### config.mk
export PLATFORM = sky130hd
export DESIGN_NAME = isa_cycle_gen
export DESIGN_NICKNAME = d
export VERILOG_FILES = /design/src/rtl/isa_cycle_pkg.sv /design/src/rtl/isa_cycle_fsm.sv /design/src/rtl/isa_strobe_gen.sv /design/src/rtl/isa_ext_ready.sv /design/src/rtl/isa_nmi_latch.sv /design/src/rtl/isa_cycle_gen.sv
export SDC_FILE = /design/constraint.sdc
export NUM_CORES = 1
export LEC_CHECK = 0
export BUFFER_PORTS_ARGS = -buffer_cell sky130_fd_sc_hd__buf_2
export CAP_MARGIN = 20
export CORE_MARGIN = 10
export CORE_UTILIZATION = 46
export DETAILED_ROUTE_END_ITERATION = 12
export GPL_TIMING_DRIVEN = 0
export PLACE_DENSITY = 0.78
export SYNTH_ARGS = -nofsm -noshare
export SYNTH_HDL_FRONTEND = slang
export SYNTH_HIERARCHICAL = 1
export SYNTH_SLANG_ARGS = --single-unit
### constraint.sdc
create_clock -name clk -period 2.2 [get_ports clk]
set_input_delay 0.22 -clock clk [delete_from_list [all_inputs] [get_ports clk]]
set_output_delay 0.22 -clock clk [all_outputs]
set_load 0.02 [all_outputs]
### src/rtl/isa_cycle_pkg.sv
package isa_cycle_pkg;

   typedef enum logic [1:0] {
      SRC_HOST    = 2'd0,
      SRC_DMA     = 2'd1,
      SRC_REFRESH = 2'd2
   } isa_src_e;

   typedef enum logic [2:0] {
      ST_IDLE = 3'd0,
      ST_ADDR = 3'd1,
      ST_GAP  = 3'd2,
      ST_CMD  = 3'd3,
      ST_END  = 3'd4
   } isa_state_e;

   typedef struct packed {
      logic     write;
      logic     io;
      logic     wide;
      isa_src_e src;
   } isa_kind_t;

endpackage

### src/rtl/isa_cycle_fsm.sv
module isa_cycle_fsm
   import isa_cycle_pkg::*;
#(
   parameter int ADDR_W  = 24,
   parameter int MIN_CMD = 3
) (
   input  logic              clk,
   input  logic              rst_n,
   input  logic              req_valid,
   input  logic [ADDR_W-1:0] req_addr,
   input  isa_kind_t         req_kind,
   input  logic              ext_master,
   input  logic              iochrdy_in,
   input  logic              mcs16_n_in,
   output isa_state_e        state,
   output logic [ADDR_W-1:0] addr_q,
   output isa_kind_t         kind_q,
   output logic              done_wide
);

   localparam int CNT_W = $clog2(MIN_CMD + 1);
   localparam logic [CNT_W-1:0] CNT_LAST = CNT_W'(MIN_CMD - 1);

   if (MIN_CMD < 1) begin : g_bad_min
      $error("isa_cycle_fsm: MIN_CMD must be at least 1");
   end

   logic [CNT_W-1:0] cnt;
   logic             wide_q;

   always_ff @(posedge clk or negedge rst_n) begin
      if (!rst_n) begin
         state  <= ST_IDLE;
         addr_q <= '0;
         kind_q <= '0;
         cnt    <= '0;
         wide_q <= 1'b0;
      end else begin
         case (state)
            ST_IDLE: begin
               if (req_valid && !ext_master) begin
                  addr_q <= req_addr;
                  kind_q <= req_kind;
                  state  <= ST_ADDR;
               end
            end
            ST_ADDR: state <= ST_GAP;
            ST_GAP: begin
               state <= ST_CMD;
               cnt   <= '0;
            end
            ST_CMD: begin
               if (cnt == CNT_LAST) begin
                  if (iochrdy_in) begin
                     state  <= ST_END;
                     wide_q <= !mcs16_n_in && !kind_q.io &&
                               (kind_q.src != SRC_REFRESH);
                  end
               end else begin
                  cnt <= cnt + 1'b1;
               end
            end
            ST_END:  state <= ST_IDLE;
            default: state <= ST_IDLE;
         endcase
      end
   end

   assign done_wide = (state == ST_END) && wide_q;

   // a low ready in the command phase keeps the command phase
   a_r4_hold_while_not_ready: assert property (@(posedge clk) disable iff (!rst_n)
      (state == ST_CMD && !iochrdy_in) |=> (state == ST_CMD));

   // the address cycle is always followed by the gap cycle
   a_r2_gap_after_addr: assert property (@(posedge clk) disable iff (!rst_n)
      (state == ST_ADDR) |=> (state == ST_GAP));

endmodule

### src/rtl/isa_strobe_gen.sv
module isa_strobe_gen
   import isa_cycle_pkg::*;
#(
   parameter int HI_W = 4
) (
   input  isa_state_e      state,
   input  isa_kind_t       kind_q,
   input  logic [HI_W-1:0] addr_hi,
   input  logic            addr_odd,
   output logic            memr_n,
   output logic            memw_n,
   output logic            ior_n,
   output logic            iow_n,
   output logic            smemr_n,
   output logic            smemw_n,
   output logic            ref_n,
   output logic            bhe_n,
   output logic            ale_cyc
);

   logic in_cyc, cmd_on, refr, low_meg;
   logic rd_mem, wr_mem, rd_io, wr_io;

   always_comb begin
      in_cyc  = (state != ST_IDLE);
      cmd_on  = (state == ST_CMD);
      refr    = (kind_q.src == SRC_REFRESH);
      low_meg = (addr_hi == '0);
      rd_mem  = cmd_on && (refr || (!kind_q.io && !kind_q.write));
      wr_mem  = cmd_on && !refr && !kind_q.io && kind_q.write;
      rd_io   = cmd_on && !refr && kind_q.io && !kind_q.write;
      wr_io   = cmd_on && !refr && kind_q.io && kind_q.write;
      memr_n  = !rd_mem;
      memw_n  = !wr_mem;
      ior_n   = !rd_io;
      iow_n   = !wr_io;
      smemr_n = !(rd_mem && (low_meg || refr));
      smemw_n = !(wr_mem && low_meg);
      ref_n   = !(in_cyc && refr);
      bhe_n   = !(in_cyc && !refr && (kind_q.wide || addr_odd));
      ale_cyc = (state == ST_ADDR) || (in_cyc && kind_q.src != SRC_HOST);
   end

endmodule

### src/rtl/isa_ext_ready.sv
module isa_ext_ready #(
   parameter int EXT_WAIT = 4
) (
   input  logic clk,
   input  logic rst_n,
   input  logic ext_master,
   input  logic ext_hit,
   input  logic ext_cmd,
   output logic iochrdy_out,
   output logic iochrdy_oe
);

   localparam int CW = $clog2(EXT_WAIT + 1);

   if (EXT_WAIT < 1) begin : g_bad_wait
      $error("isa_ext_ready: EXT_WAIT must be at least 1");
   end

   logic [CW-1:0] cnt;
   logic          cmd_prev;
   logic          start;

   assign start = ext_master && ext_hit && ext_cmd && !cmd_prev;

   always_ff @(posedge clk or negedge rst_n) begin
      if (!rst_n) begin
         cnt      <= '0;
         cmd_prev <= 1'b0;
      end else begin
         cmd_prev <= ext_cmd;
         if (!ext_master)    cnt <= '0;
         else if (start)     cnt <= CW'(EXT_WAIT);
         else if (cnt != '0) cnt <= cnt - 1'b1;
      end
   end

   assign iochrdy_out = (cnt == '0);
   assign iochrdy_oe  = ext_master && ext_hit;

   // a new external command to an internal target pulls ready low next cycle
   a_r10_ready_low_after_cmd: assert property (@(posedge clk) disable iff (!rst_n)
      start |=> !iochrdy_out);

endmodule

### src/rtl/isa_nmi_latch.sv
module isa_nmi_latch #(
   parameter int SYNC_STAGES = 0
) (
   input  logic clk,
   input  logic rst_n,
   input  logic iochck_n,
   input  logic nmi_en,
   input  logic nmi_clr,
   output logic nmi_req
);

   logic chk_act;

   if (SYNC_STAGES < 0) begin : g_bad_sync
      $error("isa_nmi_latch: SYNC_STAGES must not be negative");
   end

   if (SYNC_STAGES == 0) begin : g_direct
      assign chk_act = !iochck_n;
   end else begin : g_sync
      logic [SYNC_STAGES-1:0] sh;
      always_ff @(posedge clk or negedge rst_n) begin
         if (!rst_n) begin
            sh <= '0;
         end else begin
            sh[0] <= !iochck_n;
            for (int i = 1; i < SYNC_STAGES; i++) sh[i] <= sh[i-1];
         end
      end
      assign chk_act = sh[SYNC_STAGES-1];
   end

   always_ff @(posedge clk or negedge rst_n) begin
      if (!rst_n)                  nmi_req <= 1'b0;
      else if (chk_act && nmi_en)  nmi_req <= 1'b1;
      else if (nmi_clr)            nmi_req <= 1'b0;
   end

   // the request stays set until a clear strobe
   a_r11_nmi_sticky: assert property (@(posedge clk) disable iff (!rst_n)
      (nmi_req && !nmi_clr) |=> nmi_req);

endmodule

### src/rtl/isa_cycle_gen.sv
module isa_cycle_gen
   import isa_cycle_pkg::*;
#(
   parameter int ADDR_W      = 24,
   parameter int SA_W        = 20,
   parameter int LA_LO       = 17,
   parameter int MEG_BITS    = 20,
   parameter int MIN_CMD     = 3,
   parameter int EXT_WAIT    = 4,
   parameter int NMI_SYNC    = 0,
   localparam int LA_W       = ADDR_W - LA_LO,
   localparam int HI_W       = ADDR_W - MEG_BITS
) (
   input  logic              clk,
   input  logic              rst_n,
   input  logic              req_valid,
   input  logic [ADDR_W-1:0] req_addr,
   input  logic              req_write,
   input  logic              req_io,
   input  logic              req_wide,
   input  logic [1:0]        req_src,
   input  logic              ext_master,
   input  logic              dma_owner,
   input  logic              ext_hit,
   input  logic              ext_cmd,
   input  logic              iochrdy_in,
   input  logic              mcs16_n_in,
   input  logic              iochck_n_in,
   input  logic              nmi_en,
   input  logic              nmi_clr,
   output logic [LA_W-1:0]   la_out,
   output logic              la_oe,
   output logic [SA_W-1:0]   sa_out,
   output logic              sa_oe,
   output logic              bhe_n,
   output logic              ale,
   output logic              aen,
   output logic              memr_n,
   output logic              memw_n,
   output logic              smemr_n,
   output logic              smemw_n,
   output logic              ior_n,
   output logic              iow_n,
   output logic              ref_n,
   output logic              cmd_oe,
   output logic              iochrdy_out,
   output logic              iochrdy_oe,
   output logic              busy,
   output logic              done,
   output logic              done_wide,
   output logic              nmi_req
);

   if (SA_W >= ADDR_W || LA_LO > SA_W || LA_LO < 1) begin : g_bad_lanes
      $error("isa_cycle_gen: address lane split is inconsistent");
   end
   if (MEG_BITS >= ADDR_W || MEG_BITS < 1) begin : g_bad_meg
      $error("isa_cycle_gen: MEG_BITS must lie inside the address");
   end

   isa_kind_t         req_kind;
   isa_state_e        state;
   logic [ADDR_W-1:0] addr_q;
   isa_kind_t         kind_q;
   logic              ale_cyc;

   always_comb begin
      req_kind.write = req_write;
      req_kind.io    = req_io;
      req_kind.wide  = req_wide;
      case (req_src)
         2'd1:    req_kind.src = SRC_DMA;
         2'd2:    req_kind.src = SRC_REFRESH;
         default: req_kind.src = SRC_HOST;
      endcase
   end

   isa_cycle_fsm #(.ADDR_W(ADDR_W), .MIN_CMD(MIN_CMD)) u_fsm (
      .clk        (clk),
      .rst_n      (rst_n),
      .req_valid  (req_valid),
      .req_addr   (req_addr),
      .req_kind   (req_kind),
      .ext_master (ext_master),
      .iochrdy_in (iochrdy_in),
      .mcs16_n_in (mcs16_n_in),
      .state      (state),
      .addr_q     (addr_q),
      .kind_q     (kind_q),
      .done_wide  (done_wide)
   );

   isa_strobe_gen #(.HI_W(HI_W)) u_strobe (
      .state    (state),
      .kind_q   (kind_q),
      .addr_hi  (addr_q[ADDR_W-1:MEG_BITS]),
      .addr_odd (addr_q[0]),
      .memr_n   (memr_n),
      .memw_n   (memw_n),
      .ior_n    (ior_n),
      .iow_n    (iow_n),
      .smemr_n  (smemr_n),
      .smemw_n  (smemw_n),
      .ref_n    (ref_n),
      .bhe_n    (bhe_n),
      .ale_cyc  (ale_cyc)
   );

   isa_ext_ready #(.EXT_WAIT(EXT_WAIT)) u_ready (
      .clk         (clk),
      .rst_n       (rst_n),
      .ext_master  (ext_master),
      .ext_hit     (ext_hit),
      .ext_cmd     (ext_cmd),
      .iochrdy_out (iochrdy_out),
      .iochrdy_oe  (iochrdy_oe)
   );

   isa_nmi_latch #(.SYNC_STAGES(NMI_SYNC)) u_nmi (
      .clk      (clk),
      .rst_n    (rst_n),
      .iochck_n (iochck_n_in),
      .nmi_en   (nmi_en),
      .nmi_clr  (nmi_clr),
      .nmi_req  (nmi_req)
   );

   assign la_out = addr_q[ADDR_W-1:LA_LO];
   assign sa_out = addr_q[SA_W-1:0];
   assign la_oe  = !ext_master;
   assign sa_oe  = !ext_master;
   assign cmd_oe = !ext_master;
   assign aen    = dma_owner;
   assign ale    = ale_cyc || ext_master;
   assign busy   = (state != ST_IDLE);
   assign done   = (state == ST_END);

   // an idle block never starts a cycle while an external master owns the bus
   a_r2_no_start_under_master: assert property (@(posedge clk) disable iff (!rst_n)
      (ext_master && !busy) |=> !busy);

   // completion is a single-cycle pulse
   a_r2_done_pulse: assert property (@(posedge clk) disable iff (!rst_n)
      done |=> !done);

   // the low-megabyte write strobe never appears above the line
   a_r5_smemw_low_meg: assert property (@(posedge clk) disable iff (!rst_n)
      !smemw_n |-> (addr_q[ADDR_W-1:MEG_BITS] == '0));

   // address latch enable is low when idle with no external owner
   a_r6_ale_idle_low: assert property (@(posedge clk) disable iff (!rst_n)
      (!busy && !ext_master) |-> !ale);

   // at most one command strobe at a time
   a_r3_one_strobe: assert property (@(posedge clk) disable iff (!rst_n)
      $onehot0({!memr_n, !memw_n, !ior_n, !iow_n}));

endmodule

==> flow_metrics.tcl <==
set metrics [dict create \
    outcome "finished, final reports clean" \
    setup-violations-final 0 \
    clockBufferDepth 2 \
    finalInstanceArea_um2 2425 \
    placed_area_um2 2341 \
    post_cts_buffers 0 \
    max-vdd-ir-drop_mv 0.8142 \
    clock-sinks 40 \
    synth_nets 193 \
    path_delay_family "simple AND/OR/NAND/NOR gates" \
    drt_iter0_markers 57 \
    hold_viol_final 0 \
    die_area_um2 6967 \
    powerDensity_nw_per_um2 1456 \
    ys_seq_elements 40 \
    worstSetupPathType "flip-flop to output pin" \
    drc 0 \
    synth_top_area_share_pct 54.02 \
    wirelength_um 4431 \
    grt_pass1_vias 1636 \
    rr_startpoint "u_fsm/state[1]" \
    io_buffers 85 \
    ys_top_cells_by_area "dfrtp_1 (54%), mux2_2 (12%), mux2_1 (6.1%), buf_4 (2.8%), nor2_1 (2.4%)" \
    startpoint_type "flip-flop" \
    fin_nets 285 \
    syn_to_final_growth_pct 30.86 \
    layout_commonest_cell "buf_2" \
    antennaDiodeCount 0 \
    coreArea_um2 3943 \
    reg2regPathDepth 4 \
    gr-total-overflow 0 \
    tns_ns 0 \
    drtAntennaViolNets 0 \
    final_max_slew_viol_count 0 \
    power.leakage_nw 1.280 \
    maxCapViolations 0 \
    synth.cell_area_um2 1853 \
    grtUsageTotal_pct 12.60 \
    htreeDepth 2 \
    routabilityCongestion 0.7486 \
    grt_pass1_wl_um 7362 \
    syn_avg_cell_area_um2 12.44 \
    end_kind "output pin" \
    finalNonFillerCells 291 \
    synth_top_area_cell "dfrtp_1" \
    required_ns 1.98 \
    die_h_um 83.47 \
    via_count 1437 \
    finClkSkew_ns 0.002989 \
    dp_cells 284 \
    num_io_pins 87 \
    worstMarginPinSlew_ns 0.8660 \
    worstPathCellList "or4_4 > or4b_1 > buf_2" \
    clkLatencyLatePin_ns 0.28 \
    fmax_ghz 0.4740 \
    synth_seq_area_share_pct 54.02 \
    numCtsBuffers 5 \
    dr.pass1.iters 4 \
    rsz0062_at_grt "false" \
    crit_fanout 3 \
    cp_num_buf_inv 1 \
    cts_root_buf "clkbuf_8" \
    power_w 0.003532 \
    hpwl_um 3501 \
    postCtsHoldBufs 0 \
    drive_gt1_share_pct 53.11 \
    synth_cells 149 \
    regToRegSetupSlack_ns 0.52 \
    path_clk_slew_ns 0.07 \
    cts_tree "yes" \
    synth_warnings 6 \
    r2r_end "u_fsm/addr_q[13]" \
    viasPerCell 4.938 \
    critPathMaxStageDelay_ns 0.54 \
    hp-class "primary input to asynchronous set/reset pin" \
    dieWidth_um 83.47 \
    synth_cell_types 32 \
    layout_common_cells "buf_2 (85), dfrtp_1 (39), mux2_2 (20)" \
    critPathSlowestCell "or4_4" \
    fin_crit_sh_pct 95.90 \
    placementRows 23 \
    post_drt_wl_per_cell_um 15.23 \
    grt_max_degree 41 \
    slew_headroom_pct 42.27 \
    fillers 340 \
    initial_core_util_pct 47.00 \
    cp.arrival_ns 1.89 \
    antenna_found_initial 0 \
    final.min_clock_period_ns 2.110 \
]
## per-stage QoR
step / setup WS (ns) / util [%] / hold WS (ns)
final: 0.09020 / 61.50 / 0.04806
after global routing: 0.01034 / 61.50 / 0.06041
after CTS: 0.01146 / 61.35 / 0.05811
after detailed placement: 0.3377 / 59.38 / 0.3566
after global placement: 0.3405 / 59.38 / 0.3507
after floorplan: 0.3617 / - / -0.07559
## layer usage
layer | track usage (%) | vias to the layer above | part of all wire (%) | routed length, um
met5 | 0 | - | 0 | 0
met4 | 5.632 | 0 | 2.5 | 109
met3 | 5.469 | 8 | 9.1 | 404
met2 | 22.82 | 54 | 52 | 2288
met1 | 12.02 | 686 | 37 | 1628
li1 | - | 689 | - | -
## report_power, final
group	leakage, nW	internal (W)	switching [W]	total [W]
combinational	0.731	0.000750	0.00100	0.00175
clock	0.0410	0.000216	0.000238	0.000454
sequential	0.508	0.00107	0.000258	0.00133
total	1.28	0.00203	0.00150	0.00353
## flip-flops by register name, indices dropped and copies added, names as in the netlist
| signal | flops |
|---|---|
| u_fsm/kind_q | 5 |
| u_nmi/nmi_req | 1 |
| u_fsm/state | 3 |
| u_fsm/cnt | 2 |
| u_fsm/wide_q | 1 |
| u_ready/cmd_prev | 1 |
| u_ready/cnt | 3 |
| u_fsm/addr_q | 24 |
## final cells by class
cell class	instances	area, um^2	area share (%)
repair buffers	85	425.4	17.54
clock inverters	1	5.005	0.2064
flip-flops and latches	40	1002	41.33
multi-input cells	90	744.5	30.70
inverters	10	37.54	1.548
clock buffers	6	72.57	2.993
well taps	50	62.56	2.580
plain buffers	9	75.07	3.096
## how the worst max path moves through the flow
stage                     cells past startpoint       to             start
after floorplan                               2  smemw_n  u_fsm/addr_q[21]
after global placement                        4  smemw_n    u_fsm/state[0]
after detailed placement                      4  smemw_n    u_fsm/state[0]
after CTS                                     4  smemw_n    u_fsm/state[0]
after global routing                          4  smemw_n    u_fsm/state[1]
final                                         3  smemw_n  u_fsm/addr_q[21]
## repair_timing
action | 4_1_cts | 5_1_grt
hold endpoints to repair | 0 | 0
resized for setup | 0 | 2
endpoints found under the setup margin | 0 | 1
## cells by family (layout without fill, tap and decap cells)
| group | after synthesis | in the layout | share of synthesized area, % |
|---|---|---|---|
| buffers and inverters | 19 | 111 | 6.077 |
| adders and majority gates | 3 | 3 | 2.026 |
| and+or+nand+nor | 45 | 45 | 14.31 |
| xor gates and xnor gates | 1 | 1 | 0.4727 |
| AOI/OAI and AO/OA | 11 | 11 | 4.862 |
| DFF | 40 | 40 | 54.02 |
| muxes | 30 | 30 | 18.23 |
## synthesized netlist by cell type, drive strengths merged
cell,instances
dfrtp,40
mux2,30
nor2,12
inv,10
buf,9
nand2,6
nand3,5
nor2b,4
ha,3
nand2b,3
nor3,3
o21ai,3
a211oi,2
nor3b,2
o31a,2
or3,2
or4b,2
a22o,1
a2bb2oi,1
and2,1
and3,1
nand3b,1
nor4,1
o22ai,1
o31ai,1
or2,1
or4,1
xnor2,1
Power figures use the tool's default switching activity.
